==> config.mk <==
export PLATFORM = sky130hd
export DESIGN_NAME = spiWpMem
export DESIGN_NICKNAME = d
export VERILOG_FILES = /design/src/rtl/spiWpPkg.sv /design/src/rtl/spiWpData.sv /design/src/rtl/spiWpCtrl.sv /design/src/rtl/spiWpMem.sv
export SDC_FILE = /design/constraint.sdc
export NUM_CORES = 2
export LEC_CHECK = 0
export BUFFER_PORTS_ARGS = -buffer_cell sky130_fd_sc_hd__buf_2
export CAP_MARGIN = 20
export CORE_MARGIN = 2
export CORE_UTILIZATION = 54
export DETAILED_ROUTE_END_ITERATION = 7
export PLACE_DENSITY = 0.71
export SETUP_SLACK_MARGIN = 0.3
export SLEW_MARGIN = 20
export SYNTH_ARGS = -nofsm -noshare
export SYNTH_HDL_FRONTEND = slang
export SYNTH_SLANG_ARGS = --single-unit
export TNS_END_PERCENT = 5
==> constraint.sdc <==
create_clock -name clk -period 2.8 [get_ports clk]
set_clock_uncertainty 0.1 [all_clocks]
set_input_delay 0.56 -clock clk [delete_from_list [all_inputs] [get_ports clk]]
set_output_delay 0.56 -clock clk [all_outputs]
set_load 0.01 [all_outputs]
==> src/rtl/spiWpPkg.sv <==
package spiWpPkg;
  localparam logic [7:0] OP_NOP  = 8'h00;
  localparam logic [7:0] OP_WREN = 8'h06;
  localparam logic [7:0] OP_WRDI = 8'h04;
  localparam logic [7:0] OP_RDSR = 8'h05;
  localparam logic [7:0] OP_WRSR = 8'h01;
  localparam logic [7:0] OP_READ = 8'h03;
  localparam logic [7:0] OP_WRIT = 8'h02;

  typedef struct packed {
    logic setWel;
    logic clrWel;
    logic wrStat;
    logic bufClr;
    logic bufLd;
    logic start;
  } strobe_t;
endpackage

==> src/rtl/spiWpData.sv <==
module spiWpData
  import spiWpPkg::*;
#(
  parameter int MEM_BYTES    = 256,
  parameter int PAGE         = 32,
  parameter int WRITE_CYCLES = 1000,
  localparam int AW = $clog2(MEM_BYTES),
  localparam int PW = $clog2(PAGE),
  localparam int CW = $clog2(WRITE_CYCLES + 1)
) (
  input  logic           clk,
  input  logic           rst_n,
  input  strobe_t        strb,
  input  logic [1:0]     statNew,
  input  logic [PW-1:0]  bufOff,
  input  logic [7:0]     bufData,
  input  logic [AW-PW-1:0] pageIdx,
  input  logic [AW-1:0]  rdAddr,
  output logic [7:0]     rdData,
  output logic [7:0]     status,
  output logic           busy
);
  logic [7:0] mem [MEM_BYTES];
  logic [7:0] pBuf [PAGE];
  logic [PAGE-1:0] pMask;
  logic [AW-PW-1:0] pBase;
  logic [CW-1:0] cnt;
  logic wel;
  logic [1:0] bp;

  always_ff @(posedge clk or negedge rst_n) begin
    if (!rst_n) begin
      for (int i = 0; i < MEM_BYTES; i++) mem[i] <= '0;
      for (int i = 0; i < PAGE; i++) pBuf[i] <= '0;
      pMask <= '0;
      pBase <= '0;
      cnt   <= '0;
      wel   <= 1'b0;
      bp    <= 2'b00;
      busy  <= 1'b0;
    end else begin
      if (strb.setWel) wel <= 1'b1;
      if (strb.clrWel) wel <= 1'b0;
      if (strb.wrStat) begin
        bp  <= statNew;
        wel <= 1'b0;
      end
      if (strb.bufClr) pMask <= '0;
      if (strb.bufLd) begin
        pBuf[bufOff]  <= bufData;
        pMask[bufOff] <= 1'b1;
      end
      if (strb.start) begin
        busy  <= 1'b1;
        cnt   <= CW'(WRITE_CYCLES - 1);
        pBase <= pageIdx;
      end else if (busy) begin
        if (cnt == '0) begin
          busy <= 1'b0;
          wel  <= 1'b0;
          for (int i = 0; i < PAGE; i++)
            if (pMask[i]) mem[{pBase, PW'(i)}] <= pBuf[i];
        end else begin
          cnt <= cnt - 1'b1;
        end
      end
    end
  end

  assign rdData = mem[rdAddr];
  assign status = {4'b0000, bp, wel, busy};

  a_r3_start_needs_wel: assert property (@(posedge clk) disable iff (!rst_n)
    strb.start |-> (wel && !busy));
  a_r8_done_clears_wel: assert property (@(posedge clk) disable iff (!rst_n)
    $fell(busy) |-> !wel);
  a_r9_no_load_while_busy: assert property (@(posedge clk) disable iff (!rst_n)
    busy |-> !(strb.bufLd || strb.wrStat || strb.setWel));
endmodule

==> src/rtl/spiWpCtrl.sv <==
module spiWpCtrl
  import spiWpPkg::*;
#(
  parameter int MEM_BYTES = 256,
  parameter int PAGE      = 32,
  parameter int SETTLE    = 64,
  localparam int AW = $clog2(MEM_BYTES),
  localparam int PW = $clog2(PAGE),
  localparam int SW = $clog2(SETTLE + 1)
) (
  input  logic           clk,
  input  logic           rst_n,
  input  logic           sck,
  input  logic           csN,
  input  logic           si,
  input  logic           wpN,
  input  logic           lowVdd,
  input  logic [7:0]     status,
  input  logic           busy,
  input  logic [7:0]     rdData,
  output logic           so,
  output logic           rstOut,
  output strobe_t        strb,
  output logic [1:0]     statNew,
  output logic [PW-1:0]  bufOff,
  output logic [7:0]     bufData,
  output logic [AW-PW-1:0] pageIdx,
  output logic [AW-1:0]  rdAddr
);
  logic [1:0] sckSy, csSy, siSy, wpSy, lowSy;
  logic sckD, csD;
  logic sckS, csS, siS, wpS, lowS;
  logic [2:0] bitCnt, byteCnt;
  logic [7:0] shReg, opcode, statByte, outSh, newByte, opNow;
  logic [15:0] addr, rdAddrFull;
  logic [SW-1:0] settleCnt;
  logic sckRise, sckFall, csRise, byteDone, outLoad, prot;
  logic [1:0] bpNow, topBits;

  always_ff @(posedge clk or negedge rst_n) begin
    if (!rst_n) begin
      sckSy <= '0; csSy <= '1; siSy <= '0; wpSy <= '1; lowSy <= '0;
      sckD <= 1'b0; csD <= 1'b1;
    end else begin
      sckSy <= {sckSy[0], sck};
      csSy  <= {csSy[0], csN};
      siSy  <= {siSy[0], si};
      wpSy  <= {wpSy[0], wpN};
      lowSy <= {lowSy[0], lowVdd};
      sckD  <= sckSy[1];
      csD   <= csSy[1];
    end
  end

  assign sckS = sckSy[1];
  assign csS  = csSy[1];
  assign siS  = siSy[1];
  assign wpS  = wpSy[1];
  assign lowS = lowSy[1];
  assign sckRise = sckS & ~sckD & ~csS;
  assign sckFall = ~sckS & sckD & ~csS;
  assign csRise  = csS & ~csD;
  assign byteDone = sckRise && (bitCnt == 3'd7);
  assign newByte  = {shReg[6:0], siS};
  assign opNow = (byteCnt != 3'd0) ? opcode :
                 (busy && newByte != OP_RDSR) ? OP_NOP : newByte;

  assign rdAddrFull = (byteCnt == 3'd2) ? {addr[15:8], newByte} : addr;
  assign rdAddr  = rdAddrFull[AW-1:0];
  assign bufOff  = addr[PW-1:0];
  assign bufData = newByte;
  assign pageIdx = addr[AW-1:PW];
  assign statNew = statByte[3:2];
  assign bpNow   = status[3:2];
  assign topBits = addr[AW-1:AW-2];
  assign prot = (bpNow == 2'd3) || (bpNow == 2'd2 && topBits[1]) ||
                (bpNow == 2'd1 && topBits == 2'b11);

  always_comb begin
    strb = '0;
    strb.setWel = byteDone && byteCnt == 3'd0 && opNow == OP_WREN;
    strb.clrWel = byteDone && byteCnt == 3'd0 && opNow == OP_WRDI;
    strb.bufClr = byteDone && byteCnt == 3'd0 && opNow == OP_WRIT;
    strb.bufLd  = byteDone && byteCnt >= 3'd3 && opcode == OP_WRIT;
    strb.wrStat = csRise && opcode == OP_WRSR && bitCnt == 3'd0 &&
                  byteCnt >= 3'd2 && status[1] && wpS && !lowS && !busy;
    strb.start  = csRise && opcode == OP_WRIT && bitCnt == 3'd0 &&
                  byteCnt >= 3'd4 && status[1] && !busy && !lowS && !prot;
  end

  assign outLoad = byteDone && (opNow == OP_RDSR ||
                   (opcode == OP_READ && byteCnt >= 3'd2));

  always_ff @(posedge clk or negedge rst_n) begin
    if (!rst_n) begin
      bitCnt <= '0; byteCnt <= '0; shReg <= '0; opcode <= OP_NOP;
      statByte <= '0; addr <= '0; outSh <= '0;
    end else if (csS) begin
      bitCnt <= '0; byteCnt <= '0; opcode <= OP_NOP; outSh <= '0;
    end else begin
      if (sckRise) begin
        shReg  <= newByte;
        bitCnt <= bitCnt + 1'b1;
      end
      if (byteDone) begin
        if (byteCnt != 3'd7) byteCnt <= byteCnt + 1'b1;
        case (byteCnt)
          3'd0: opcode <= opNow;
          3'd1: begin
            statByte   <= newByte;
            addr[15:8] <= newByte;
          end
          3'd2: addr <= (opcode == OP_READ) ? rdAddrFull + 16'd1
                                            : {addr[15:8], newByte};
          default: begin
            if (opcode == OP_READ) addr <= addr + 16'd1;
            else if (opcode == OP_WRIT) addr[PW-1:0] <= addr[PW-1:0] + 1'b1;
          end
        endcase
      end
      if (outLoad)
        outSh <= (opNow == OP_RDSR) ? status : rdData;
      else if (sckFall && bitCnt != 3'd0)
        outSh <= {outSh[6:0], 1'b0};
    end
  end

  assign so = outSh[7];

  always_ff @(posedge clk or negedge rst_n) begin
    if (!rst_n) begin
      settleCnt <= SW'(SETTLE);
      rstOut    <= 1'b1;
    end else begin
      if (lowS) settleCnt <= SW'(SETTLE);
      else if (settleCnt != '0) settleCnt <= settleCnt - 1'b1;
      rstOut <= lowS || (settleCnt > SW'(1));
    end
  end

  a_r10_low_forces_reset: assert property (@(posedge clk) disable iff (!rst_n)
    lowS |=> rstOut);
  a_r4_pin_freezes_protect: assert property (@(posedge clk) disable iff (!rst_n)
    $past(!wpS) |-> $stable(status[3:2]));
  a_r1_quiet_when_idle: assert property (@(posedge clk) disable iff (!rst_n)
    $past(csS) |-> !so);
endmodule

==> src/rtl/spiWpMem.sv <==
module spiWpMem #(
  parameter int MEM_BYTES    = 256,
  parameter int PAGE         = 32,
  parameter int WRITE_CYCLES = 1000,
  parameter int SETTLE       = 64
) (
  input  logic clk,
  input  logic rst_n,
  input  logic sck,
  input  logic csN,
  input  logic si,
  output logic so,
  input  logic wpN,
  input  logic lowVdd,
  output logic rstOut
);
  localparam int AW = $clog2(MEM_BYTES);
  localparam int PW = $clog2(PAGE);

  spiWpPkg::strobe_t strb;
  logic [1:0] statNew;
  logic [PW-1:0] bufOff;
  logic [7:0] bufData, rdData, status;
  logic [AW-PW-1:0] pageIdx;
  logic [AW-1:0] rdAddr;
  logic busy;

  spiWpCtrl #(.MEM_BYTES(MEM_BYTES), .PAGE(PAGE), .SETTLE(SETTLE)) uCtrl (
    .clk(clk), .rst_n(rst_n), .sck(sck), .csN(csN), .si(si), .wpN(wpN),
    .lowVdd(lowVdd), .status(status), .busy(busy), .rdData(rdData),
    .so(so), .rstOut(rstOut), .strb(strb), .statNew(statNew),
    .bufOff(bufOff), .bufData(bufData), .pageIdx(pageIdx), .rdAddr(rdAddr));

  spiWpData #(.MEM_BYTES(MEM_BYTES), .PAGE(PAGE), .WRITE_CYCLES(WRITE_CYCLES)) uData (
    .clk(clk), .rst_n(rst_n), .strb(strb), .statNew(statNew),
    .bufOff(bufOff), .bufData(bufData), .pageIdx(pageIdx), .rdAddr(rdAddr),
    .rdData(rdData), .status(status), .busy(busy));
endmodule

==> metrics <==
placer congestion estimate 1.110; IO Count 9; ys flop type dfrtp_1; Via Count 89408; area grow syn2layout 26.74%; Sw Pwr 17.38 mW; most frequent CP cell buf_12; worst-case clock buffer depth 4; Port Buffer Count 8; post-synthesis mux area share 27.14%; asr flop ratio synth 100.0%; Routed wire per std cell 36.72 um; WP data arrival 4.54 ns; Setup crit end kind flip-flop; Worst EP required 3.54 ns; # DRC 0; crit path max fanout 16; reg2reg setup slack -1.01 ns; Synth Area in XOR/XNOR 0.1196%; period utilization 136.0%; post-route setup slack -1.007 ns; fin. max-slew vios 0; Iteration-0 DRC Markers 11295; # clock sinks 2412; initial antenna violation count 32; DP Cell Count 12978; hold slack 0.04029 ns; largest family of logic cells by synthesized area multiplexers; Detail Placement HPWL 360.2 mm; CP max stage delay 0.47 ns; Hold Crit Class in -> async; Fill cells 14603; status complete, but fails checks; worst slack, placed -1.302 ns; Worst VDD drop 710.7 uV; Synth Area in Simple Gates 11.12%; max-cap violations 0; Tmin final 3.807 ns; Synth warnings 0; first-pass GRT wire length 686.1 mm; r2r startpoint uCtrl.byteCnt[2]$_DFFE_PN0P_; share of layout cells above drive strength 1 44.53%; CP Cell Sequence or3b_4 -> buf_12 -> a21oi_4 -> buf_12 -> inv_16 -> buf_12 -> buf_4 -> mux2i_1 -> buf_4 -> a221oi_2 -> o21ai_0 -> nand4_1 -> a32oi_1 -> o21ai_2 -> a31o_2; drt first pass iters 6; Synth Area in Compound Gates 4.258%; core area 202100 um2; pin count of the biggest net entering global routing 124; sequential area share after synthesis 54.97%; TritonCTS clock tree built; Post-Syn Area 109800 um2; Comb power frac 4.0%; Power Dens Cells 530.8 nW/um2; CP startpoint kind flip-flop; Post-synth EDFFs 0; worst setup path category reg -> reg; Synth cell types 79; leakage power figure 67.13 nW; Root Driver clkbuf_16; Via density 6.576; commonest non-fill, non-tap cells in the layout dfrtp_1, mux2_2, nand2_1, buf_4, nand3_1; Worst-path clk slew 0.07 ns; Slew @ Worst Pin 1.298 ns; clock network fraction of total power 48.5%; failing checks setup timing; CTS buffer count 277; Final ANT Viol Nets 0; syn_area_per_cell 11.99 um2; initial core utilization 54.34%; clock latency on the worst-skew pair 0.95 ns; #FFs+latches synth 2412; Rows 165; overall global routing resource usage 47.68%; sequential share of power 47.5%; switching power share of the total 23.53%; Syn Inst Count 9156; syn_nets 9179; die height 455.0 um; RR Endpoint uCtrl.outSh[3]$_DFFE_PN0P_; fin cells 13597; Nets 10748; CTS HTree Levels 5; overall power 73.88 mW; FF-to-FF path depth 15; grt total ovfl 0; drt total wl 499.3 mm; vias in the first global route 88584; die width 455.0 um; endpoints failing hold 0; Pint 56.49 mW; fmax 262.7 MHz; RSZ-0062 raised after global routing true; Max-slew headroom 13.49%; Post-Synth Adder-Cell Area 0.1823%; commonest non-fill, non-tap cell in the layout dfrtp_1; die footprint 207000 um2; slowest CP cell mux2i_1; final setup fails 1267
## how the worst max path moves through the flow
stage | startpoint | cells past startpoint | to
4_1_cts | uCtrl.byteCnt[2]$_DFFE_PN0P_ | 15 | uCtrl.outSh[3]$_DFFE_PN0P_
5_1_grt | uCtrl.byteCnt[0]$_DFFE_PN0P_ | 19 | uCtrl.outSh[3]$_DFFE_PN0P_
2_1_floorplan | uCtrl.byteCnt[2]$_DFFE_PN0P_ | 14 | uCtrl.outSh[7]$_DFFE_PN0P_
3_5_place_dp | uCtrl.byteCnt[0]$_DFFE_PN0P_ | 14 | uCtrl.outSh[7]$_DFFE_PN0P_
3_3_place_gp | uCtrl.byteCnt[0]$_DFFE_PN0P_ | 14 | uCtrl.outSh[7]$_DFFE_PN0P_
6_report | uCtrl.byteCnt[2]$_DFFE_PN0P_ | 15 | uCtrl.outSh[3]$_DFFE_PN0P_
## area by class of cell
| type | count | area [um2] | area share [%] |
|---|---|---|---|
| flip-flops and latches | 2412 | 60380 | 43.38 |
| well taps | 2672 | 3343 | 2.402 |
| multi-input cells | 6235 | 49270 | 35.40 |
| inverters | 39 | 178.9 | 0.1286 |
| clock buffers | 396 | 8063 | 5.793 |
| repair buffers | 1759 | 17220 | 12.38 |
| diodes | 19 | 47.55 | 0.03416 |
| repair inverters | 1 | 8.758 | 0.006293 |
| clock inverters | 64 | 669.4 | 0.4810 |
## routing by layer
metal / up-vias / track usage, % / wire, um
met5: - / 0 / 90
met4: 14 / 37.81 / 48970
met3: 1654 / 12.80 / 52650
met2: 5760 / 69.61 / 214500
met1: 46094 / 60.08 / 183100
li1: 35886 / - / -
## flip-flops by register name, indices dropped and copies added (netlist names), 7 cells and up
register	cells
uCtrl.shReg	7
uData.mem	2048
uCtrl.settleCnt	7
uData.cnt	10
uCtrl.outSh	8
uData.pMask	32
uCtrl.opcode	8
uData.pBuf	256
uCtrl.addr	8
## power by group through the flow
stage,Combinational (mW),Clock (mW),Sequential (mW)
after floorplan,0.645,0,35.7
after detailed placement,2.91,0,35.7
final,2.99,35.8,35.1
after global placement,2.86,0,35.7
after CTS,2.92,35.9,35.1
after global routing,3.09,37.3,35.1
## kinds of logic after synthesis
group	after synthesis
adders and majority gates	16
xor gates and xnor gates	15
and+or+nand+nor	2853
muxes	2686
AOI/OAI and AO/OA	657
DFF	2412
buffers and inverters	517
## critical path, delay by kind of cell (launching register included)
| family | cells | cell delay (ns) |
|---|---|---|
| compound gates | 6 | 1.01 |
| buf+inv | 6 | 0.97 |
| flops | 1 | 0.43 |
| mux | 1 | 0.47 |
| simple gates | 2 | 0.70 |
## synthesized netlist by cell type (6+ instances only)
library cell  instances  area [um2]
nor2b_1               6       37.54
nor2_1               71       266.5
a31oi_1             112       700.7
buf_1                31       116.4
mux2_2             2328       26220
o211ai_1             17       127.6
nor3_1               16       80.08
dfstp_2               7       183.9
a22oi_1              18       135.1
a21oi_1             110       550.5
o21ai_0              76       380.4
dfrtp_1            2405       60180
and2_1                9       56.30
o2111ai_1            76       665.6
xnor2_1              11       96.34
a311o_1               7       70.07
buf_2               231        1156
a311oi_1             31       271.5
ha_1                 16       200.2
nand4_1              79       494.2
o22ai_1              10       62.56
buf_6                15       168.9
inv_1                37       138.9
a32oi_1              62       543.0
nand2_1            1875        7038
o31ai_1               8       60.06
and3_1               45       281.5
mux2i_1             356        3563
nor4_1                9       56.30
nand3_1             664        3323
a221oi_1             23       201.4
nand2_2              32       200.2
a32o_1                7       70.07
a22o_1               12       105.1
buf_4                24       180.2
a31o_2                7       61.31
a211oi_1             45       337.8
clkbuf_1            177       664.4
## through the flow
| stage | instance area [um2] | utilization [%] | setup TNS (ns) |
|---|---|---|---|
| after floorplan | 110400 | - | -0.06972 |
| after global placement | 125900 | 62.30 | -145.98 |
| after detailed placement | 125900 | 62.30 | -196.74 |
| after CTS | 137600 | 68.07 | -205.02 |
| after global routing | 139200 | 68.85 | -356.91 |
| final | 139200 | 68.86 | -178.98 |
## what timing repair did
item                                    CTS  global route
buffers inserted                         70            32
endpoints found under the hold margin   742             0
pin swaps                                41            48
setup endpoints to repair              2356          2361
gates cloned                             25             7
hold buffers                              6             0
resized for setup                       303           250
(Power assumes the default switching activity.)
